==> config.mk <==
export PLATFORM = sky130hd
export DESIGN_NAME = keyed_cfg_port
export DESIGN_NICKNAME = d
export VERILOG_FILES = /design/src/rtl/keyed_cfg_port_pkg.sv /design/src/rtl/keyed_cfg_port_key_fsm.sv /design/src/rtl/keyed_cfg_port_chip_regs.sv /design/src/rtl/keyed_cfg_port.sv
export SDC_FILE = /design/constraint.sdc
export NUM_CORES = 1
export LEC_CHECK = 0
export ABC_AREA = 1
export BUFFER_PORTS_ARGS = -buffer_cell sky130_fd_sc_hd__buf_2
export CAP_MARGIN = 15
export CORE_AREA = 2 2 63 65
export CTS_BUF_LIST = sky130_fd_sc_hd__clkbuf_16
export DETAILED_ROUTE_END_ITERATION = 8
export DIE_AREA = 0 0 65 67
export PLACE_DENSITY = 0.68
export SLEW_MARGIN = 10
export SYNTH_ARGS = -nofsm -noshare
export SYNTH_HDL_FRONTEND = slang
export SYNTH_SLANG_ARGS = --single-unit
==> constraint.sdc <==
create_clock -name clk -period 3.1 [get_ports clk]
set_input_delay 0.31 -clock clk [delete_from_list [all_inputs] [get_ports clk]]
set_output_delay 0.31 -clock clk [all_outputs]
set_load 0.02 [all_outputs]
==> src/rtl/keyed_cfg_port_pkg.sv <==
package keyed_cfg_port_pkg;

    localparam logic [7:0] KEY_BYTE   = 8'h87;
    localparam logic [7:0] EXIT_BYTE  = 8'hAA;
    localparam logic [7:0] IDX_LDN    = 8'h07;
    localparam logic [7:0] IDX_DID_HI = 8'h20;
    localparam logic [7:0] IDX_DID_LO = 8'h21;
    localparam logic [7:0] IDX_REV    = 8'h22;
    localparam logic [7:0] IDX_VID_HI = 8'h23;
    localparam logic [7:0] IDX_VID_LO = 8'h24;
    localparam logic [7:0] LOCAL_BASE = 8'h30;
    localparam logic [15:0] VENDOR_ID = 16'h1934;
    localparam logic [7:0] LOCKED_READ = 8'hFF;

    typedef enum logic {
        SPACE_LOCKED = 1'b0,
        SPACE_OPEN   = 1'b1
    } space_state_t;

    typedef struct packed {
        logic       idx_wr;
        logic       idx_rd;
        logic       dat_wr;
        logic       dat_rd;
        logic [7:0] wdata;
    } host_req_t;

    function automatic logic is_chip_level(input logic [7:0] idx);
        return idx < LOCAL_BASE;
    endfunction

endpackage

==> src/rtl/keyed_cfg_port_key_fsm.sv <==
module keyed_cfg_port_key_fsm
    import keyed_cfg_port_pkg::*;
#(
    parameter int KEY_REPEAT = 2
) (
    input  logic      clk,
    input  logic      rst,
    input  host_req_t req,
    output logic      open_o
);
    localparam int CNT_W = $clog2(KEY_REPEAT + 1);
    localparam logic [CNT_W-1:0] LAST_KEY = CNT_W'(KEY_REPEAT - 1);

    space_state_t     state_q;
    logic [CNT_W-1:0] key_cnt_q;

    always_ff @(posedge clk) begin
        if (rst) begin
            state_q   <= SPACE_LOCKED;
            key_cnt_q <= '0;
        end else if (req.idx_wr) begin
            if (state_q == SPACE_LOCKED) begin
                if (req.wdata == KEY_BYTE) begin
                    if (key_cnt_q == LAST_KEY) begin
                        state_q   <= SPACE_OPEN;
                        key_cnt_q <= '0;
                    end else begin
                        key_cnt_q <= key_cnt_q + 1'b1;
                    end
                end else begin
                    key_cnt_q <= '0;
                end
            end else if (req.wdata == EXIT_BYTE) begin
                state_q   <= SPACE_LOCKED;
                key_cnt_q <= '0;
            end
        end
    end

    assign open_o = (state_q == SPACE_OPEN);

endmodule

==> src/rtl/keyed_cfg_port_chip_regs.sv <==
module keyed_cfg_port_chip_regs
    import keyed_cfg_port_pkg::*;
#(
    parameter logic [15:0] DEVICE_ID = 16'h1010,
    parameter logic [7:0]  REVISION  = 8'h01
) (
    input  logic       clk,
    input  logic       rst,
    input  logic       wr_en,
    input  logic [7:0] index,
    input  logic [7:0] wdata,
    output logic [7:0] ldn_o,
    output logic [7:0] rdata_o
);
    logic [7:0] ldn_q;

    always_ff @(posedge clk) begin
        if (rst) begin
            ldn_q <= 8'h00;
        end else if (wr_en && index == IDX_LDN) begin
            ldn_q <= wdata;
        end
    end

    always_comb begin
        unique case (index)
            IDX_LDN:    rdata_o = ldn_q;
            IDX_DID_HI: rdata_o = DEVICE_ID[15:8];
            IDX_DID_LO: rdata_o = DEVICE_ID[7:0];
            IDX_REV:    rdata_o = REVISION;
            IDX_VID_HI: rdata_o = VENDOR_ID[15:8];
            IDX_VID_LO: rdata_o = VENDOR_ID[7:0];
            default:    rdata_o = 8'h00;
        endcase
    end

    assign ldn_o = ldn_q;

endmodule

==> src/rtl/keyed_cfg_port.sv <==
module keyed_cfg_port
    import keyed_cfg_port_pkg::*;
#(
    parameter int                 ADDR_W     = 16,
    parameter logic [ADDR_W-1:0]  BASE_ADDR  = 16'h002E,
    parameter logic [15:0]        DEVICE_ID  = 16'h1010,
    parameter logic [7:0]         REVISION   = 8'h01,
    parameter int                 KEY_REPEAT = 2
) (
    input  logic              clk,
    input  logic              rst,
    input  logic [ADDR_W-1:0] host_addr,
    input  logic              host_wr,
    input  logic              host_rd,
    input  logic [7:0]        host_wdata,
    output logic [7:0]        host_rdata,
    output logic [7:0]        dev_ldn,
    output logic [7:0]        dev_index,
    output logic              dev_wr,
    output logic [7:0]        dev_wdata,
    input  logic [7:0]        dev_rdata
);
    localparam logic [ADDR_W-1:0] DATA_ADDR = BASE_ADDR + ADDR_W'(1);

    host_req_t  req;
    logic       unlocked;
    logic [7:0] index_q;
    logic [7:0] chip_rdata;
    logic       chip_level;

    always_comb begin
        req.idx_wr = host_wr && (host_addr == BASE_ADDR);
        req.idx_rd = host_rd && (host_addr == BASE_ADDR);
        req.dat_wr = host_wr && (host_addr == DATA_ADDR);
        req.dat_rd = host_rd && (host_addr == DATA_ADDR);
        req.wdata  = host_wdata;
    end

    keyed_cfg_port_key_fsm #(
        .KEY_REPEAT (KEY_REPEAT)
    ) u_key (
        .clk    (clk),
        .rst    (rst),
        .req    (req),
        .open_o (unlocked)
    );

    always_ff @(posedge clk) begin
        if (rst) begin
            index_q <= 8'h00;
        end else if (req.idx_wr && unlocked && host_wdata != EXIT_BYTE) begin
            index_q <= host_wdata;
        end
    end

    assign chip_level = is_chip_level(index_q);

    keyed_cfg_port_chip_regs #(
        .DEVICE_ID (DEVICE_ID),
        .REVISION  (REVISION)
    ) u_chip (
        .clk     (clk),
        .rst     (rst),
        .wr_en   (req.dat_wr && unlocked),
        .index   (index_q),
        .wdata   (host_wdata),
        .ldn_o   (dev_ldn),
        .rdata_o (chip_rdata)
    );

    always_comb begin
        if (req.idx_rd) begin
            host_rdata = unlocked ? index_q : LOCKED_READ;
        end else if (req.dat_rd) begin
            if (!unlocked)       host_rdata = LOCKED_READ;
            else if (chip_level) host_rdata = chip_rdata;
            else                 host_rdata = dev_rdata;
        end else begin
            host_rdata = 8'h00;
        end
    end

    assign dev_index = index_q;
    assign dev_wr    = req.dat_wr && unlocked && !chip_level;
    assign dev_wdata = host_wdata;

endmodule

# Yosys cells after proc, flatten, opt, wreduce, memory -nomap -nowiden
# Index checks and enable logic that the tools add are counted.
# op_classes
addsub	1
magnitude_cmp	1
n_eq_ne	13
n_mux	14
reduce_logical	12
# op_table
op	n
== test 8 x 6 -> 1 bit, second input constant	5
two-way mux 8 bit	5
one-hot mux 8 bit (5 select lines)	1
== test 16 x 6 -> 1 bit, second input constant	2
== test 8 bit, second input constant	2
logical AND 1 bit	9
== test 8 x 3 -> 1 bit, second input constant	1
less-than comparator 8 x 6 -> 1 bit, second input constant	1
two-way mux 2 bit	4
inequality test 8 bit, second input constant	1
two-way mux 1 bit	4
adder 2 x 1 -> 2 bit, second input constant	1
== test 2 x 1 -> 1 bit, second input constant	1
inequality test 2 bit, second input constant	1
AND reduction 2 bit	1
OR reduction 2 bit	1
zero test 1 bit	1
# totals
ff_bits	19
in_bits	36
output_inout_bits	33
wordCells	45

# Logic depth before layout (Yosys ltp)
# Gate-level depths: netlist of run 1.
# logic_depth
word_depth	7
mapped_depth	9
ltp_nobuf	9

# By module
# A second synthesis of run 1 with hierarchy kept.
# hier_totals
cells_unflattened	296
area_unflattened_um2	1630.3
# by_module_without_submodules
mod	n_inst	cells_per_inst	area_per_inst_um2	seq_area_each_um2
keyed_cfg_port	1	150	817.0	160.2
keyed_cfg_port_chip_regs	1	107	596.8	160.2
keyed_cfg_port_key_fsm	1	39	216.5	60.1

# Worst setup path after synthesis of run 1
# Ideal clock, no wire load.
# synth_timing
kind	register to output
startpoint	reg index_q[5], in the netlist dev_index[5]
endpoint	out dev_wr
arrival_time_ns	1.309
required_ns	2.790
setup_slack_ns	1.481
path_stages_with_launch	4
n_path_buf	0
path_cell_list	dfxtp_1 nand2_1 nand2_1 nor3b_1
# synth_via
elab_chain_len	3
# synth_lines
item	line	source
start, declared	keyed_cfg_port.sv:27	logic [7:0] index_q;
start signal, assigned	keyed_cfg_port.sv:52	index_q <= host_wdata;
less-than comparator 8 x 6 -> 1 bit	keyed_cfg_port_pkg.sv:29	return idx < LOCAL_BASE;
zero test 1 bit	keyed_cfg_port.sv:84	assign dev_wr = req.dat_wr && unlocked && !chip_level;
logical AND 1 bit	keyed_cfg_port.sv:84	
end, declared	keyed_cfg_port.sv:19	output logic dev_wr,
# No other way between the ends.

# Worst setup path after layout of run 1
# layout_timing
startpoint	reg index_q[1], in the netlist dev_index[1]
endpoint	out host_rdata[6]
# layout_via
elab_chain_len	7
word_cells_on_any_way	13
cone_classes	1 x order compare; 6 x eq/ne; 5 x mux; 1 x reduce/logical
# layout_lines
item	line	source
== test 8 x 6 -> 1 bit	keyed_cfg_port_chip_regs.sv:26	unique case (index)
OR reduction 2 bit (no source line)	n/a	
one-hot mux 8 bit (5 select lines)	keyed_cfg_port_chip_regs.sv:26	
two-way mux 8 bit (*)	keyed_cfg_port.sv:76	else if (chip_level) host_rdata = chip_rdata;
two-way mux 8 bit (*)	keyed_cfg_port.sv:75	if (!unlocked) host_rdata = LOCKED_READ;
two-way mux 8 bit (*)	keyed_cfg_port.sv:74	end else if (req.dat_rd) begin
two-way mux 8 bit (*)	keyed_cfg_port.sv:72	if (req.idx_rd) begin
end, declared	keyed_cfg_port.sv:16	output logic [7:0] host_rdata,
# Mark *: on every way between the ends. The rest lies on a longest branch, timed or not.

==> impl_results.md, run 1 <==
* H-Tree Depth at 1
* First-pass GRT wire length at around 6400 microns
* Multi-input gate area at between 800 and 900 sq um
* Post-synth EDFFs at 0
* Vias in the first global route at 1,447
* Worst R2R Start: u_key.open_o
* P&R area growth vs syn at 28.9%
* Synth area leaders: dfxtp_1 27%, nand2_1 17%, nor2_1 14%
* I/O Buffers at 68
* Clock Path Buffers at 2
* Initial Util at 0.384
* Status: finished, final reports clean
* Critical path peak fanout at 7
* Final count of negative-setup-slack endpoints at 0
* Die Y at 67 microns
* Peak supply drop at 0.234 mV
* Reg2reg end: dev_index[0]
* Clock sink count at 19
* Final GP Congestion at roughly 0.85
* Worst Setup End Kind: output port
* Slew HR at 0.673
* Crit. Startpoint: dev_index[1]
* Most common library cells after synthesis: 61 x nand2_1, 51 x nor2_1, 29 x inv_1
* Routed Antenna Nets at 0
* WL/cell at about 11 microns
* Unrepaired setup endpoints after global routing: false
* Die ar. at approximately 4400 sq um
* Arrival @ worst endpoint at approximately 1700 ps
* Final min period at roughly 2000 ps
* CP Capture Point: host_rdata[6]
* Yosys warnings at 0
* Clock transition at path regs at 50 ps
* Yosys top cell area share at 0.275
* Post-Syn Area at 1390 sq um
* Post-synthesis net count at 274
* Clk_skew at about 1.7 ps
* Post-cts resize count at 0
* DRT iter0 DRCs at between 70 and 80
* Hold Vio Cnt, Final at 0
* Tot GR Track Use at 0.185
* Initial antenna violation count at 0
* DRC at 0
* Final WL at 3730 microns
* Cell taking the most area after synthesis: dfxtp_1
* Worst-Skew Late Latency at 250 ps
* Final TNS setup at 0 ps
* First-pass iteration count of the detailed router at 4
* Cells on worst reg2reg path at 5
* Leakage at around 0.98 nW
* Critical path class: reg -> out
* Syn Area/Cell at 5.82 sq um
* Hold Buf Count CTS at 0
* Worst EP required at 2790 ps
* Root Buffer: clkbuf_16
* Vias at about 1.6k
* Final Slew Violations at 0
* Max Cap Violations at 0
* Setup Fix Bufs, Post-CTS at 0
* Distinct cells, synth at 23
* Power per cell area at about 320 nW/um^2
* IO Count at a little under 70
* CTS tree: built
* Top FF cell, synth: dfxtp_1
* Dpl hpwl at 3030 microns
* Startpoint Class: flip-flop
* Count leader, synth: nand2_1
* Fill cells at roughly 410
* Vias/cell at between 4 and 5
* Sequential area share after synthesis at 0.275
* Share of post-route cells with drive strength above 1 at 0.288
* #FFs+latches synth at 19
* Synth async-reset ratio at 0
* Tcrit/Tclk final at 0.655
* N_diodes at 0
* Chip width at approximately 65 microns
* R2r setup slk at between 1500 and 2000 ps
* Util after Layout at 0.495
* Pin count of the biggest net entering global routing at 18
* Slew of the pin with the lowest slew margin at about 490 ps
* Total CTS buffers at 3
* Max Freq at roughly 490 MHz
* Nets@finish at 336
* Area of the core at between 3000 and 4000 sq um
* Hold Crit Class: in -> reg
* Grt ovf at 0
* Std-Cell Rows at 22
* Register area at ~380 sq um
* Post-Synthesis Cells at between 200 and 250
where the power goes:
group          switching, mW  internal (mW)  leakage, nW  total (mW)
Combinational         0.0332         0.0242        0.787      0.0574
Sequential      0.0000000916          0.244        0.153       0.244
Clock                 0.0932          0.173       0.0409       0.266
Total                  0.126          0.441        0.981       0.568
cells in the final DEF, fill, tap and decap left out, types with 2 or more instances in the layout:
cell / Yosys / final
nor3_1: 2 / 2
dfxtp_1: 19 / 19
inv_1: 29 / 29
nor2_4: 3 / 3
o21ai_0: 15 / 15
o21ai_1: 4 / 4
nand3_1: 16 / 16
a21oi_1: 7 / 7
buf_2: 1 / 68
nor2_2: 5 / 5
nand4_1: 6 / 6
nand2_2: 3 / 3
nor2_1: 51 / 51
nand2_1: 61 / 61
clkbuf_16: 0 / 3
layout make-up:
type                       count  area share
clock buffer                   3      0.0420
timing repair buffer          68       0.191
multi-input combinational    177       0.453
tap                           48      0.0336
inverter                      31      0.0652
clock inverter                 1     0.00280
sequential                    19       0.213
sequential cells by signal (all words and copies together) (netlist names):
signal / flops
dev_index: 8
u_chip.ldn_o: 8
u_key.key_cnt_q: 2
u_key.open_o: 1
kinds of logic (layout without fill, tap and decap cells):
logic type             Yosys count  in the layout  share of synthesized area
DFF                             19             19                      0.275
AOI/OAI and AO/OA               27             27                     0.0994
buffers and inverters           42            103                      0.142
and+or+nand+nor                150            150                      0.484
metrics by stage:
| step | worst slack [ps] | hold slack (ps) | area (sq um) | total power, mW | std cells |
|---|---|---|---|---|---|
| global route | 910 | 250 | 1790 | 0.596 | 347 |
| CTS | 1070 | 232 | 1790 | 0.573 | 347 |
| detailed placement | 1240 | 426 | 1710 | 0.307 | 343 |
| floorplan | 1480 | 379 | 1390 | 0.280 | 238 |
| finish | 1070 | 229 | 1790 | 0.568 | 347 |
| global placement | 1260 | 421 | 1710 | 0.307 | 343 |
worst max-delay path: stages (launching register included):
cell and delay (ps):
dfxtp_1 440, nand2_1 100, inv_2 70, nand2_2 60, nor2_4 140, inv_1 130
o21ai_0 210, nand2_1 80, nand2_1 80, buf_2 160
worst min path at each step:
stage                                  start                  to  slack, ps  depth (start not counted)
after CTS                                rst        u_key.open_o        230                          2
after floorplan                          rst        u_key.open_o        380                          1
final                                    rst        u_key.open_o        230                          2
after global placement    u_key.key_cnt_q[1]  u_key.key_cnt_q[1]        420                          2
after detailed placement  u_key.key_cnt_q[1]  u_key.key_cnt_q[1]        430                          2
after global routing                     rst        u_key.open_o        250                          2
layer usage:
metal  track usage  up-vias  routed length, microns
met4        0.0479        0                      34
met5             0        -                       0
met1         0.243      696                    1730
met3        0.0220        4                     271
met2         0.320       54                    1700
li1              -      864                       -
No activity file was read; power rests on OpenSTA's default activity.
==> run 2: changes to the inputs <==
clock period = 1.9 ns   (was 3.1 ns; I/O delays follow)
==> impl_results.md, run 2 (synthesized netlist as in run 1, its figures left out) <==
* Total CTS buffers at 3
* Share of post-route cells with drive strength above 1 at 0.309
* First-pass iteration count of the detailed router at 4
* Hold Vio Cnt, Final at 0
* Vias/cell at around 4.6
* Leading cell type in the layout, fill and taps excluded: buf_2
* Area of the core at 3610 sq um
* Leakage at ~1 nW
* Initial Util at 0.384
* DRC at 0
* DRT iter0 DRCs at 74
* Final count of negative-setup-slack endpoints at 0
* N_diodes at 0
* Dpl hpwl at 3020 microns
* Power per cell area at between 500 and 600 nW/um^2
* Final WL at between 3000 and 4000 microns
* # placed instances at between 300 and 400
* Hold Crit Class: in -> reg
* Placed instance area at about 1700 sq um
* H-Tree Depth at 1
* Max Freq at 564 MHz
* WL/cell at 10.6 microns
* Tcrit/Tclk final at 0.933
* First-pass GRT wire length at 6250 microns
* Initial antenna violation count at 0
* Max Cap Violations at 0
* CTS tree: built
* Clock sink count at 19
* Root Buffer: clkbuf_16
* Final GP Congestion at about 0.86
* Setup Fix Bufs, Post-CTS at 0
* Layout Cells excl Fill at 349
* Worst Setup End Kind: output port
* Most used cell, CP: nand2_1
* Tot GR Track Use at 0.184
* CP max stage delay at between 300 and 400 ps
* IO Count at 69
* Die ar. at 4360 sq um
* Critical path class: reg -> out
* Worst EP required at roughly 1700 ps
* Routed Antenna Nets at 0
* Die Y at roughly 67 microns
* Final Slew Violations at 0
* Peak supply drop at between 0.4 and 0.5 mV
* Slowest-stage cell, CP: dfxtp_2
* Startpoint Class: flip-flop
* Clock transition at path regs at around 50 ps
* Pin count of the biggest net entering global routing at 18
* Status: finished, final reports clean
* P&R area growth vs syn at 30.4%
* Slew HR at 0.703
* Nets@finish at between 300 and 400
* I/O Buffers at between 60 and 70
* Final TNS setup at 0 ps
* Grt ovf at 0
* Hold Buf Count CTS at 0
* Slew of the pin with the lowest slew margin at roughly 440 ps
* Clk_skew at between 0.9 and 1 ps
* Post-Layout Inst Area at 1810 sq um
* Std-Cell Rows at 22
* Chip width at roughly 65 microns
* Final min period at approximately 1800 ps
* Critical path cell sequence: inv_1 -> nor2_2 -> nand2_2 -> nor2_4 -> inv_2 -> o21ai_0 -> nand2_1 -> nand2_1 -> buf_2
* Most frequent cells in the layout: 68 x buf_2, 61 x nand2_1, 50 x nor2_1
* Util after Layout at 0.501
* Vias in the first global route at 1,452
* Clock Path Buffers at 2
* Arrival @ worst endpoint at approximately 1600 ps
* Vias at between 1.5k and 2k
* Unrepaired setup endpoints after global routing: false
* Critical path peak fanout at 7
* Worst-Skew Late Latency at about 250 ps
## run 2: cell count changes in the layout (fill, tap and decap cells not counted)
cell,change
buf_4,+2
dfxtp_1,-3
dfxtp_2,+3
inv_1,-1
inv_2,+1
nor2_1,-1
nor2_2,+1
o21ai_0,-4
o21ai_1,+4
## run 2: report_power, final
part           switching, mW  internal [mW]
sequential       0.000000140          0.398
combinational         0.0536         0.0394
clock                  0.149          0.282
total                  0.203          0.720
## run 2: through the flow
step           power [mW]  setup slack [ps]  hold slack, ps
2_1_floorplan       0.457               401             259
3_3_place_gp        0.500               282             373
3_5_place_dp        0.501               267             376
4_1_cts             0.935              28.8             112
5_1_grt             0.967              8.01             118
6_report            0.923               127             115
## run 2: repair_timing
item | in CTS | in global routing
pin swaps | 0 | 1
endpoints found under the hold margin | 0 | 0
endpoints found under the setup margin | 1 | 8
gates resized for setup | 1 | 8
## run 2: critical path, delay by kind of cell (launching register included)
kind                   cells  cell delay, ps
buffers and inverters      3             310
flip-flops                 1             370
AND/OR/NAND/NOR            5             490
AO/OA/AOI/OAI              1             160
## run 2: routing by layer
metal | vias up | GRT usage | wire [microns]
met5 | - | 0 | 0
met4 | 0 | 0.0612 | 47
met3 | 5 | 0.0220 | 294
met2 | 64 | 0.323 | 1700
met1 | 671 | 0.231 | 1670
li1 | 867 | - | -
## run 2: area by class of cell
class	instances	area (sq um)
multi-input cells	177	811
flip-flops and latches	19	384
repair buffers	70	355
clock buffers	3	75.1
clock inverters	1	5.00
inverters	31	116
well taps	48	60.1
fillers	397	1800
## run 2: path summary, 6_finish.rpt
path | from | endpoint | slack [ps] | depth (start not counted)
max | dev_index[2] | host_rdata[7] | 130 | 9
min | rst | u_key.open_o | 120 | 2
max reg2reg | dev_index[2] | u_chip.ldn_o[7] | 500 | 8
min reg2reg | u_key.key_cnt_q[1] | u_key.key_cnt_q[1] | 430 | 2
==> run 3: changes to the inputs <==
ABC_AREA = not set   (was 1)
PLACE_DENSITY = not set   (was 0.68)
PLACE_DENSITY_LB_ADDON = 0.1   (was not set)
SETUP_SLACK_MARGIN = 0.15   (was not set)
==> impl_results.md, run 3 <==
* Area of the core at between 3000 and 4000 sq um
* CP delay by family, top: compound AO/OA/AOI/OAI gates
* Worst Setup End Kind: output port
* Final GP Congestion at approximately 0.91
* Power per cell area at around 440 nW/um^2
* Top FF cell, synth: dfxtp_1
* Util after Layout at 0.585
* Reg2reg end: u_chip.ldn_o[5]
* Syn Area/Cell at ~8.6 sq um
* Critical path class: reg -> out
* Clk pwr share at 0.465
* WL/cell at 18.2 microns
* Share of post-route cells with drive strength above 1 at 0.556
* CTS tree: built
* First-pass GRT wire length at about 7800 microns
* Net Sw Power at about 210 uW
* P&R area growth vs syn at 50.9%
* Vias in the first global route at 1,577
* Vias/cell at between 5 and 6
* Die Y at 67 microns
* Final min period at just under 2000 ps
* Yosys warnings at 0
* R2r setup slk at slightly below 300 ps
* Routed Antenna Nets at 0
* Peak supply drop at roughly 0.32 mV
* Leakage at 0.875 nW
* #FFs+latches synth at 19
* Worst R2R Start: dev_index[3]
* Clock transition at path regs at roughly 50 ps
* Crit. Startpoint: dev_index[1]
* DRC at 0
* Clock Path Buffers at 2
* Post-synthesis net count at slightly below 200
* DRT iter0 DRCs at 115
* Tcrit/Tclk final at 1.05
* Nets@finish at roughly 270
* Clk_skew at 3.78 ps
* Cell taking the most area after synthesis: dfxtp_1
* Sequential area share after synthesis at 0.272
* Post-Syn Area at between 1000 and 1500 sq um
* Final TNS setup at -340 ps
* Vias at around 1.7k
* Clock sink count at 19
* Int Power at between 700 and 800 uW
* Initial Util at 0.388
* Tot GR Track Use at 0.237
* Critical path cell sequence: or3_4 -> o41ai_4 -> a221oi_2 -> o22ai_2 -> buf_6
* Synth area leaders: dfxtp_1 27%, o31ai_1 8.6%, nand4_1 8.1%
* Slew HR at 0.576
* Logic pwr share at 0.112
* Root Buffer: clkbuf_16
* Hold Crit Class: in -> reg
* Synth async-reset ratio at 0
* Max Cap Violations at 0
* Die ar. at roughly 4400 sq um
* Cells on worst reg2reg path at 5
* Final Slew Violations at 0
* Slew of the pin with the lowest slew margin at 634 ps
* Total CTS buffers at 3
* Post-synth EDFFs at 0
* Most frequent cells in the layout: 60 x buf_2, 22 x buf_4, 20 x a21oi_1
* Std-Cell Rows at 22
* Final Total Pwr at around 920 uW
* Grt ovf at 0
* First-pass iteration count of the detailed router at 5
* Final count of negative-setup-slack endpoints at 5
* Yosys top cell area share at 0.272
* H-Tree Depth at 1
* Slowest-stage cell, CP: or3_4
* Pre-CTS setup slack at between 20 and 25 ps
* Sequential share of power at 0.423
* Sw frac at 0.229
* Number of cells on the critical path at 5
* Worst-Skew Late Latency at roughly 250 ps
* WP buf/inv at 1
* N_diodes at 0
* Status: finished with violations
* Most common library cells after synthesis: 20 x a21oi_1, 19 x dfxtp_1, 18 x nand4_1
* Unrepaired setup endpoints after global routing: true
* Initial antenna violation count at 0
* Startpoint Class: flip-flop
* Chip width at 65 microns
* Pin count of the biggest net entering global routing at 21
* Leading cell type in the layout, fill and taps excluded: buf_2
* CP max stage delay at 410 ps
* I/O Buffers at 68
* Final setup margin at -87.0 ps
* Max Freq at ~500 MHz
* Final WL at 5120 microns
* Violated checks: negative setup slack
* Critical path peak fanout at 4
* Arrival @ worst endpoint at between 1500 and 2000 ps
* Dpl hpwl at approximately 3400 microns
* CP Capture Point: host_rdata[2]
* Distinct cells, synth at 43
* Hold Vio Cnt, Final at 0
* Worst EP required at about 1700 ps
* Hold Buf Count CTS at 0
* Post-Synthesis Cells at 162
* Count leader, synth: a21oi_1
* IO Count at 69
==> run 3: cell types whose count changed after synthesis, moves of 5 or more <==
cell and delta:
clkbuf_1 +6, nand3_1 -14, nand2_1 -58, nand4_1 +12, inv_1 -26, o22ai_1 +8
a21oi_1 +13, nor2_2 -5, o31ai_1 +16, nor2_1 -43, o21ai_0 -15
==> run 3: metrics by stage <==
stage	hold WS, ps	std cells	instance area, sq um
after detailed placement	467	262	1750
after floorplan	337	162	1430
after global routing	263	282	2110
after CTS	251	278	2030
after global placement	465	262	1750
final	245	282	2110
==> run 3: final cells by class <==
cell class	instances	area, sq um
Clock inverter	1	3.75
Clock buffer	3	75.1
Multi-Input combinational cell	119	1000
Fill cell	317	1500
Inverter	3	15.0
Tap cell	48	60.1
Timing Repair Buffer	89	544
Sequential cell	19	408
==> run 3: worst register-to-register path, cell delays in order (launching register included) <==
cell     delay [ps]
dfxtp_4         370
nor4b_4         370
buf_4           170
nand2_1         180
o31ai_1         310
a21oi_1          90
==> run 3: kinds of logic (layout without fill, tap and decap cells) <==
| logic type | Yosys count | count (layout) | synth area share |
|---|---|---|---|
| compound gates | 60 | 60 | 0.331 |
| flops | 19 | 19 | 0.272 |
| simple gates | 59 | 59 | 0.298 |
| buf+inv | 24 | 96 | 0.0985 |
==> run 3: repair_timing <==
| item | 4_1_cts | 5_1_grt |
|---|---|---|
| pin swaps | 14 | 8 |
| gates cloned | 0 | 0 |
| endpoints found under the setup margin | 8 | 9 |
| gates resized for setup | 37 | 9 |
| setup buffers | 12 | 4 |
==> run 3: power by group through the flow <==
stage                     combinational, mW  clock [mW]  sequential [mW]
after floorplan                      0.0473           0            0.407
after global placement               0.0967           0            0.407
after detailed placement             0.0980           0            0.407
after CTS                            0.0990       0.435            0.389
after global routing                  0.109       0.456            0.388
final                                 0.103       0.428            0.389
==> run 3: worst min-delay path by stage <==
stage / from / to / slack, ps / depth (start not counted)
floorplan: host_wdata[5] / dev_index[5] / 340 / 2
global placement: u_key.key_cnt_q[1] / u_key.key_cnt_q[1] / 460 / 1
detailed placement: u_key.key_cnt_q[1] / u_key.key_cnt_q[1] / 470 / 1
CTS: host_wdata[6] / u_chip.ldn_o[6] / 250 / 3
global route: host_wdata[6] / dev_index[6] / 260 / 3
finish: host_wdata[6] / dev_index[6] / 240 / 3
==> run 3: layer usage <==
metal / track usage / vias up / share of wire
met5: 0 / - / 0
met4: 0.120 / 0 / 0.024
met3: 0.0186 / 8 / 0.056
met2: 0.421 / 72 / 0.50
met1: 0.285 / 781 / 0.42
li1: - / 802 / -
